===== src/rtl/wwt_pkg.sv =====
package wwt_pkg;
  typedef struct packed {
    logic load;
    logic useStress;
    logic step;
  } wwtStrobe_t;
endpackage


===== src/rtl/wwt_ctrl.sv =====
module wwt_ctrl
  import wwt_pkg::*;
#(
  parameter int NUM_SEL = 16,
  localparam int SEL_W = $clog2(NUM_SEL)
) (
  input  logic               clk,
  input  logic               rstN,
  input  logic               dftEn,
  input  logic [SEL_W-1:0]   stressSel,
  input  logic               wrTrig,
  input  logic               cntZero,
  output wwtStrobe_t         strobe,
  output logic [NUM_SEL-1:0] selOneHot,
  output logic               pulseActive,
  output logic               pulseDone
);

  logic accept;
  logic finish;

  // one-hot decode of the select code
  for (genvar gi = 0; gi < NUM_SEL; gi++) begin : g_dec
    assign selOneHot[gi] = (stressSel == SEL_W'(gi));
  end

  assign accept = !pulseActive && wrTrig;
  assign finish = pulseActive && cntZero;

  always_comb begin
    strobe.load      = accept;
    strobe.useStress = dftEn;
    strobe.step      = pulseActive && !cntZero;
  end

  always_ff @(posedge clk or negedge rstN) begin
    if (!rstN) begin
      pulseActive <= 1'b0;
      pulseDone   <= 1'b0;
    end else begin
      pulseDone <= finish;
      if (accept)      pulseActive <= 1'b1;
      else if (finish) pulseActive <= 1'b0;
    end
  end


  onehot_sel_chk: assert property (@(posedge clk) disable iff (!rstN)
    accept |-> $onehot(selOneHot));


  done_single_chk: assert property (@(posedge clk) disable iff (!rstN)
    pulseDone |=> !pulseDone);


  done_after_pulse_chk: assert property (@(posedge clk) disable iff (!rstN)
    $fell(pulseActive) |-> pulseDone);


  trig_ignored_chk: assert property (@(posedge clk) disable iff (!rstN)
    pulseActive && !cntZero |=> pulseActive);


  start_needs_trig_chk: assert property (@(posedge clk) disable iff (!rstN)
    $rose(pulseActive) |-> $past(wrTrig));

endmodule


===== src/rtl/wwt_datapath.sv =====
module wwt_datapath
  import wwt_pkg::*;
#(
  parameter int NUM_SEL    = 16,
  parameter int CNT_W      = 8,
  parameter int NOM_CYCLES = 40,
  parameter logic [NUM_SEL*CNT_W-1:0] STRESS_CYCLES = '0
) (
  input  logic               clk,
  input  logic               rstN,
  input  wwtStrobe_t         strobe,
  input  logic [NUM_SEL-1:0] selOneHot,
  output logic               cntZero
);

  logic [CNT_W-1:0] count;
  logic [CNT_W-1:0] masked [NUM_SEL];
  logic [CNT_W-1:0] stressLen;
  logic [CNT_W-1:0] chosenLen;

  // AND-OR selection of the stress duration
  for (genvar gi = 0; gi < NUM_SEL; gi++) begin : g_mask
    assign masked[gi] = selOneHot[gi] ? STRESS_CYCLES[gi*CNT_W +: CNT_W] : '0;
  end

  always_comb begin
    stressLen = '0;
    for (int i = 0; i < NUM_SEL; i++) stressLen = stressLen | masked[i];
  end

  assign chosenLen = strobe.useStress ? stressLen : CNT_W'(NOM_CYCLES);
  assign cntZero   = (count == '0);

  always_ff @(posedge clk or negedge rstN) begin
    if (!rstN)            count <= '0;
    else if (strobe.load) count <= chosenLen - 1'b1;
    else if (strobe.step) count <= count - 1'b1;
  end


  count_range_chk: assert property (@(posedge clk) disable iff (!rstN)
    count < CNT_W'(NOM_CYCLES));


  count_hold_chk: assert property (@(posedge clk) disable iff (!rstN)
    !strobe.load && !strobe.step |=> $stable(count));

endmodule


===== src/rtl/weak_write_timer.sv =====
module weak_write_timer
  import wwt_pkg::*;
#(
  parameter int NUM_SEL    = 16,
  parameter int CNT_W      = 8,
  parameter int NOM_CYCLES = 40,
  parameter logic [NUM_SEL*CNT_W-1:0] STRESS_CYCLES = {
    8'd32, 8'd30, 8'd28, 8'd26, 8'd24, 8'd22, 8'd20, 8'd18,
    8'd16, 8'd14, 8'd12, 8'd10, 8'd8,  8'd6,  8'd4,  8'd2 },
  localparam int SEL_W = $clog2(NUM_SEL)
) (
  input  logic             clk,
  input  logic             rstN,
  input  logic             dftEn,
  input  logic [SEL_W-1:0] stressSel,
  input  logic             wrTrig,
  output logic             wrPulseEn,
  output logic             wrDone
);

  wwtStrobe_t         strobe;
  logic [NUM_SEL-1:0] selOneHot;
  logic               cntZero;

  wwt_ctrl #(.NUM_SEL(NUM_SEL)) u_ctrl (
    .clk(clk), .rstN(rstN), .dftEn(dftEn), .stressSel(stressSel),
    .wrTrig(wrTrig), .cntZero(cntZero), .strobe(strobe),
    .selOneHot(selOneHot), .pulseActive(wrPulseEn), .pulseDone(wrDone));

  wwt_datapath #(
    .NUM_SEL(NUM_SEL), .CNT_W(CNT_W), .NOM_CYCLES(NOM_CYCLES),
    .STRESS_CYCLES(STRESS_CYCLES)
  ) u_dp (
    .clk(clk), .rstN(rstN), .strobe(strobe), .selOneHot(selOneHot),
    .cntZero(cntZero));


  done_excl_chk: assert property (@(posedge clk) disable iff (!rstN)
    !(wrDone && wrPulseEn));

endmodule


===== config.mk =====
export PLATFORM = sky130hd
export DESIGN_NAME = weak_write_timer
export DESIGN_NICKNAME = d
export VERILOG_FILES = /design/src/rtl/wwt_pkg.sv /design/src/rtl/wwt_ctrl.sv /design/src/rtl/wwt_datapath.sv /design/src/rtl/weak_write_timer.sv
export SDC_FILE = /design/constraint.sdc
export NUM_CORES = 1
export LEC_CHECK = 0
export BUFFER_PORTS_ARGS = -buffer_cell sky130_fd_sc_hd__buf_2
export CAP_MARGIN = 10
export CORE_UTILIZATION = 25
export CTS_CLUSTER_SIZE = 20
export DETAILED_ROUTE_END_ITERATION = 6
export GPL_ROUTABILITY_DRIVEN = 0
export PLACE_DENSITY_LB_ADDON = 0.15
export SETUP_SLACK_MARGIN = 0.15
export SKIP_LAST_GASP = 1
export SYNTH_ARGS = -nofsm -noshare
export SYNTH_HDL_FRONTEND = slang
export SYNTH_SLANG_ARGS = --single-unit

===== constraint.sdc =====
create_clock -name clk -period 3.3 [get_ports clk]
set_input_delay 0.66 -clock clk [delete_from_list [all_inputs] [get_ports clk]]
set_output_delay 0.66 -clock clk [all_outputs]
set_load 0.01 [all_outputs]

After elaboration in Yosys (flattened, before gate mapping):

Cells that the tools add are included.

* input bits: 8
* register bits after elaboration: 10

* equal/unequal tests: 15
* bitwise gates (word level): 15
* add/subtract/negate cells: 2
* multiplexer cells: 21
* reduce and logical (&&, ||, !) cells: 9

Operators with widths (count)
* 8-bit bitwise OR: 15
* 5-bit 2-to-1 mux: 8
* 4-bit == test, second input constant: 8
* 8-bit 2-to-1 mux: 3
* 4-bit by 3-bit == test with 1-bit output, second input constant: 4
* 4-bit 2-to-1 mux: 4
* 8-bit by 1-bit subtractor with 8-bit output, second input constant: 2
* 4-bit by 2-bit == test with 1-bit output, second input constant: 2
* 8-bit logical NOT: 1
* 3-bit 2-to-1 mux: 2
* 6-bit 2-to-1 mux: 1
* 4-bit by 1-bit == test with 1-bit output, second input constant: 1
* 4-bit logical NOT: 1
* 2-bit nonzero test: 2
* 1-bit logical AND: 3
* 1-bit logical NOT: 2
* 1-bit 2-to-1 mux: 2
* 2-bit 2-to-1 mux: 1

Longest topological paths before layout:

Gate-level depths: netlist of the first run.

* depth in word-level cells: 20
* mapped depth: 11
* gate-level depth less buffers: 10

By module:

A second synthesis of the first run with hierarchy kept.

* cell total of the unflattened synthesis: 108
* area, all modules: 842.1 um^2

By module, submodules not included
* wwt_datapath: seq. area each 200.2 um^2, instances 1, cells each 77, area an instance 625.6 um^2
* wwt_ctrl: seq. area each 50.0 um^2, instances 1, cells each 31, area an instance 216.5 um^2

Least setup slack after synthesis of the first run:

OpenSTA, ideal clock, no wires.

* kind: input to register
* start: input port wrTrig
* end: register u_dp.count[6]
* arrival: 2.099 ns
* cell stages on the path: 11
* slack: 1.066 ns
* path buffers: 1
* library setup time: 0.135 ns
* required time: 3.165 ns
* cells stage by stage: nand2b_1 -> clkbuf_8 -> nor3b_1 -> a21oi_1 -> ha_1 -> inv_1 -> nor3_1 -> o21ai_1 -> a211oi_1 -> xnor2_1 -> o22ai_1

* longest elaborated chain between the ends: 2
* elaborated cells on any way between the ends: 3
* classes of those cells: 1 x mux; 2 x reduce/logical

Ends and longest elaborated chain
* start: declaration: line weak_write_timer.sv:16 `input logic wrTrig,`
* 1-bit logical AND (*): line wwt_ctrl.sv:27 `assign accept = !pulseActive && wrTrig;`
* 8-bit 2-to-1 mux / 2-bit nonzero test (equally long branches)
* end signal: assignment: line wwt_datapath.sv:36 `else if (strobe.load) count <= chosenLen - 1'b1;`
* end signal: assignment: line wwt_datapath.sv:37 `else if (strobe.step) count <= count - 1'b1;`
* end: declaration: line wwt_datapath.sv:16 `logic [CNT_W-1:0] count;`

Every way passes the cells marked *; elsewhere a longest branch is shown, timed or not.
A chain may end at the register's enable or synchronous reset.

Worst setup path in the final report of the first run:

* start: register u_ctrl.pulseActive
* end: register u_dp.count[6]

* longest elaborated chain between the ends: 3
* elaborated cells on any way between the ends: 5
* classes of those cells: 1 x mux; 4 x reduce/logical

Ends and longest elaborated chain
* start: declaration: line wwt_ctrl.sv:15 `output logic pulseActive,`
* start signal: assignment: line wwt_ctrl.sv:38 `pulseActive <= 1'b0;`
* start signal: assignment: line wwt_ctrl.sv:42 `if (accept) pulseActive <= 1'b1;`
* start signal: assignment: line wwt_ctrl.sv:43 `else if (finish) pulseActive <= 1'b0;`
* 1-bit logical NOT: line wwt_ctrl.sv:27
* 1-bit logical AND: line wwt_ctrl.sv:27
* 8-bit 2-to-1 mux / 2-bit nonzero test (equally long branches)

Several ways; a longest one is shown, not always the timed one.

==> impl_metrics.yaml, run 1 <==
clock_network:
  clockBufferDepth: 2
  clk_latency_ps: 260
  postCtsResizedCells: 0
  post_cts_buffers: 0
  htree_num_levels: 1
  hold_buffers: 0
  clk_pin_slew_worst_paths_ps: 70
  cts_tree: "built"
  clock-root-buffer: "clkbuf_4"
  cts_made_buffers: 3
  cts.sinks: 10
sta:
  slew_violations: 0
  fmax_mhz: 410
  maxSlewHeadroom_pct: 69.0
  setup_viol: 0
  hold_viol_final: 0
  fin_setup_tns_ps: 0
  finalCriticalPeriod_ps: 2440
  period_share_pct: 74.0
  worstMarginPinSlew_ps: 466
  finClkSkew_ps: 8.90
  rsz0062_at_grt: "no"
detailed_routing:
  drt_wl_total_mm: 1.28
  wl_per_cell_um: 13.1
  antenna_left: 0
  dr.pass1.iters: 4
  vias: 473
  drc: 0
  drt_iter0_drc: 7
  via_per_inst: 4.83
global_route:
  grt_max_degree: 12
  track_usage_pct: 11.7
  grt_pass1_vias: 501
  grt_pass1_wl_mm: 2.26
  antenna_found_initial: 0
  grt_overflow: 0
cells_and_area:
  fillers: 239
  design_area_sq_um: 711
  drive_gt1_share_pct: 32.9
  n_antenna_cell: 0
  syn2layout_area_growth_pct: 14.3
  nNetsFinal: 81
floorplan:
  chipHeight_um: 51.9
  core-area_sq_um: 2280
  fp.dieW_um: 51.9
  initial_core_util_pct: 27.3
  dieArea_sq_um: 2690
  fp-row-count: 17
  ioPinCount: 10
run_status:
  run_status: "finished, final reports clean"
placed_design:
  dp_hpwl_um: 978
  postPlaceCellArea_sq_um: 688
  io_buffers: 9
synth:
  ys_warn_count: 0
  synth_nets: 68
  syn_area_sq_um: 622
  ys_seq_area_share_pct: 40.2
  synth_area_per_cell_sq_um: 10.5
  syn_inst: 59
  synthDistinctLibCells: 34
  yosys_register_bits: 10
power:
  ir_drop_uv: 389
  power.density_nw_per_um2: 778
  p_leak_nw: 0.310
  total_power_mw: 0.553
setup_path:
  timing.critical_path.required_ps: 3430
  critPathKind: "reg -> reg"
  end_kind: "flop"
  critPathLaunchType: "flop"
  cp.arrival_ps: 2570
  crit_fanout: 11
worst_hold_path:
  hold_class: "in -> async"
job:
  max_cap_viol_count: 0
==> final cells by class <==
| class | instances | area [sq um] | share of cell area (%) |
|---|---|---|---|
| Multi-Input combinational cell | 47 | 354 | 49.8 |
| Sequential cell | 10 | 250 | 35.2 |
| Timing Repair Buffer | 9 | 45.0 | 6.34 |
| Tap cell | 28 | 35.0 | 4.93 |
| Clock buffer | 3 | 22.5 | 3.17 |
| Inverter | 1 | 3.75 | 0.528 |
==> worst paths after layout <==
| path | slack [ps] | cells past startpoint | start | to |
|---|---|---|---|---|
| worst max-delay path | 860 | 10 | u_ctrl.pulseActive$_DFFE_PN0P_ | u_dp.count[6]$_DFFE_PN0P_ |
| worst min register to register | 510 | 2 | u_dp.count[7]$_DFFE_PN0P_ | u_dp.count[7]$_DFFE_PN0P_ |
| max in group asynchronous | 2850 | 1 | rstN | u_dp.count[2]$_DFFE_PN0P_ |
| worst max register to register | 860 | 10 | u_ctrl.pulseActive$_DFFE_PN0P_ | u_dp.count[6]$_DFFE_PN0P_ |
| min in group clk | 510 | 2 | u_dp.count[7]$_DFFE_PN0P_ | u_dp.count[7]$_DFFE_PN0P_ |
| worst min-delay path | 250 | 1 | rstN | u_ctrl.pulseDone$_DFF_PN0_ |
==> per-layer routing <==
metal | GRT usage [%] | vias up | wire length (um) | share of wire, %
met1 | 13.7 | 224 | 630 | 49
met3 | 5.26 | 0 | 40 | 3.1
met5 | 0 | - | 0 | 0
met2 | 18.8 | 6 | 608 | 48
li1 | - | 243 | - | -
met4 | 4.05 | 0 | 0 | 0
==> metrics by stage <==
step	hold WS [ps]	instances	util [%]	worst slack, ps
2_1_floorplan	364	59	-	1070
5_1_grt	250	98	31.2	567
6_report	245	98	31.2	858
3_5_place_dp	507	95	30.2	653
3_3_place_gp	515	95	30.2	678
4_1_cts	253	98	31.2	841
==> synth_stat cells <==
master    number  share of area (%)
nand2_4        1                1.8
o21ai_1        1               0.80
ha_1           1                2.0
and2_2         1                1.2
nor2b_1        1                1.0
nand2_1        2                1.2
nand2b_1       1                1.0
nor2_1         2                1.2
xor2_1         2                2.8
a211oi_1       1                1.2
nor4_1         1                1.0
nor3_1         3                2.4
a21oi_1        8                6.4
a22oi_2        1                2.0
mux2_4         2                4.8
and3b_1        1                1.4
clkbuf_8       1                2.2
or2_2          1                1.0
o311a_1        1                1.6
xnor2_1        4                5.6
and3_1         1                1.0
or3b_2         1                1.4
nor4_2         1                2.0
nand2b_4       1                2.2
inv_1          1               0.60
nand3_1        1               0.80
o21ai_0        1               0.80
or3_2          1                1.2
o211a_1        1                1.6
dfrtp_1       10                 40
nor3b_1        1                1.2
o211ai_1       1                1.2
o22ai_1        1                1.0
or4_4          1                1.8
==> where the power goes <==
part           internal, mW  switching [mW]
combinational         0.132           0.115
clock                0.0420          0.0400
sequential            0.171          0.0521
total                 0.345           0.207
==> registers in the layout, summed over array words and instances, names as in the netlist <==
name and cells:
u_dp.count 8, u_ctrl.pulseDone 1, u_ctrl.pulseActive 1
==> cell usage in the layout, fill, tap and decap left out, types with 2 or more instances in the layout <==
master | netlist | layout
a21oi_1 | 8 | 8
buf_2 | 0 | 9
clkbuf_4 | 0 | 3
dfrtp_1 | 10 | 10
mux2_4 | 2 | 2
nand2_1 | 2 | 2
nor2_1 | 2 | 2
nor3_1 | 3 | 3
xnor2_1 | 4 | 4
xor2_1 | 2 | 2
==> critical path, stage by stage (launching register included) <==
cell and delay, ps:
dfrtp_1 480, nand2b_1 440, nor3b_1 120, a21oi_1 140
ha_1 220, inv_1 70, nor3_1 160, o21ai_1 150
a211oi_1 290, xnor2_1 160, o22ai_1 100
==> logic make-up (layout without fill, tap and decap cells) <==
family                     Yosys count  after routing  share of synthesized area [%]
AOI/OAI and AO/OA                   16             16                           16.7
xor gates and xnor gates             6              6                           8.45
adders and majority gates            1              1                           2.01
buffers and inverters                2             13                           2.82
DFF                                 10             10                           40.2
muxes                                2              2                           4.83
and+or+nand+nor                     22             22                           25.0
No activity file was read; power rests on OpenSTA's default activity.
==> run 2: changes to the inputs <==
- clock period: 3.3 -> 2 ns (I/O delays scaled with it)
==> impl_metrics.yaml, run 2 (synthesized netlist as in run 1, its figures left out) <==
setup_path:
  critPathKind: "reg -> reg"
  timing.critical_path.required_ps: 2160
  critPathLaunchType: "flop"
  rrSetupSlack_ps: 160
  cp_num_buf_inv: 0
  rr_worst_depth: 5
  crit_fanout: 6
  cpLargestDelayFamily: "simple AND/OR/NAND/NOR gates"
  reg2reg_to: "u_dp.count[0]$_DFFE_PN0P_"
  slowest_stage: "or4_4"
  crit_chain: "or4_4, nor4_4, nand2b_4, nand2_4, mux2_4"
  r2r-start: "u_dp.count[1]$_DFFE_PN0P_"
  cp.arrival_ps: 1990
  end_kind: "flop"
  critPathMaxStageDelay_ps: 570
power:
  total_power_mw: 1.16
  p_leak_nw: 0.391
  ir_drop_uv: 681
  power.density_nw_per_um2: 1300
global_route:
  grt_max_degree: 11
  top_usage_layer: "met2"
  track_usage_pct: 11.9
  use_met1_pct: 15.9
  use_met2_pct: 17.9
  grt_pass1_wl_mm: 2.28
  grt_pass1_vias: 496
  antenna_found_initial: 0
  grt_use_met3_pct: 4.39
  grt_overflow: 0
worst_hold_path:
  worstHoldEndpoint: "u_dp.count[6]$_DFFE_PN0P_"
  worstHoldStart: "stressSel[3]"
  hold_class: "in -> reg"
  whs_path_depth: 3
placed_design:
  io_buffers: 9
  placed_cells: 101
  dp_hpwl_mm: 1.07
cells_and_area:
  largest-register: "u_dp.count"
  final_common_cell: "buf_4"
  regArea_sq_um: 251
  multi_input_area_sq_um: 425
  largest_register_ffs: 8
  final_util_pct: 39.1
  top_regs: "u_dp.count (8), u_ctrl.pulseActive (1), u_ctrl.pulseDone (1)"
  layout.cells.most_common_list: "11 x buf_4, 9 x buf_2, 9 x dfrtp_1, 7 x a21oi_1, 4 x xnor2_1"
  syn2layout_area_growth_pct: 43.1
  instances_no_fill: 111
  nNetsFinal: 93
  n_antenna_cell: 0
  fillers: 218
  drive_gt1_share_pct: 54.2
sta:
  hold_viol_final: 0
  worstMarginPinSlew_ps: 371
  maxSlewHeadroom_pct: 75.2
  finClkSkew_ps: 2.63
  period_share_pct: 91.9
  rsz0062_at_grt: "yes"
  fin_setup_tns_ps: 0
  fmax_mhz: 544
  slew_violations: 0
  finalCriticalPeriod_ps: 1840
  setup_viol: 0
clock_network:
  clock-root-buffer: "clkbuf_4"
  htree_num_levels: 1
  clk_pin_slew_worst_paths_ps: 70
  cts_made_buffers: 3
  cts.sinks: 10
  clk_latency_ps: 270
  cts_tree: "built"
  clockBufferDepth: 2
detailed_routing:
  antenna_left: 0
  wl_per_cell_um: 13.1
  drt_wl_total_mm: 1.46
  via_per_inst: 4.80
  dr.pass1.iters: 4
  drc: 0
  drt_iter0_drc: 1
  vias: 533
run_status:
  run_status: "finished, final reports clean"
floorplan:
  dieArea_sq_um: 2690
  fp.dieW_um: 51.9
  fp-row-count: 17
  initial_core_util_pct: 27.3
  core-area_sq_um: 2280
  ioPinCount: 10
  chipHeight_um: 51.9
job:
  max_cap_viol_count: 0
## run 2: through the flow
stage	worst slack [ps]	hold WS [ps]	instance area [sq um]
final	161	426	890
after global routing	66.8	425	890
after CTS	158	418	841
after detailed placement	84.9	277	771
after global placement	43.4	279	771
after floorplan	128	104	659
## run 2: final cells by class
type                    count  share of cell area, %
multi-input cells          47                   47.8
flip-flops and latches     10                   28.3
repair buffers             21                   15.5
clock buffers               4                   4.08
well taps                  28                   3.94
inverters                   1                  0.422
## run 2: what timing repair did
item	CTS	global route
setup endpoints to repair	5	6
hold buffers	1	0
buffers inserted	1	4
gates resized for setup	2	3
gates cloned	0	0
endpoints found under the hold margin	10	0
pin swaps	2	4
## run 2: report_power, final
| group | internal, mW | total (mW) | switching, mW | leakage [nW] |
|---|---|---|---|---|
| sequential | 0.283 | 0.340 | 0.0574 | 0.120 |
| clock | 0.111 | 0.185 | 0.0742 | 0.0210 |
| combinational | 0.341 | 0.634 | 0.293 | 0.250 |
| total | 0.735 | 1.16 | 0.424 | 0.391 |
## run 2: how the worst max path moves through the flow
stage                                    from                        end  depth (start not counted)
5_1_grt        u_ctrl.pulseActive$_DFFE_PN0P_  u_dp.count[6]$_DFFE_PN0P_                          9
3_5_place_dp        u_dp.count[3]$_DFFE_PN0P_  u_dp.count[0]$_DFFE_PN0P_                          5
3_3_place_gp        u_dp.count[3]$_DFFE_PN0P_  u_dp.count[0]$_DFFE_PN0P_                          5
4_1_cts             u_dp.count[1]$_DFFE_PN0P_  u_dp.count[0]$_DFFE_PN0P_                          5
2_1_floorplan  u_ctrl.pulseActive$_DFFE_PN0P_  u_dp.count[6]$_DFFE_PN0P_                         10
6_report            u_dp.count[1]$_DFFE_PN0P_  u_dp.count[0]$_DFFE_PN0P_                          5
## run 2: layer usage
layer  wire length (um)  share of wire [%]  vias up
li1                   -                  -      268
met1                652                 45      257
met2                742                 51        6
met3                 44                3.0        2
met4                 15                1.0        0
met5                  0                  0        -
## run 2: worst min-delay path: stages
cell and delay [ps]:
buf_2 90, or3b_2 100, o22ai_1 60
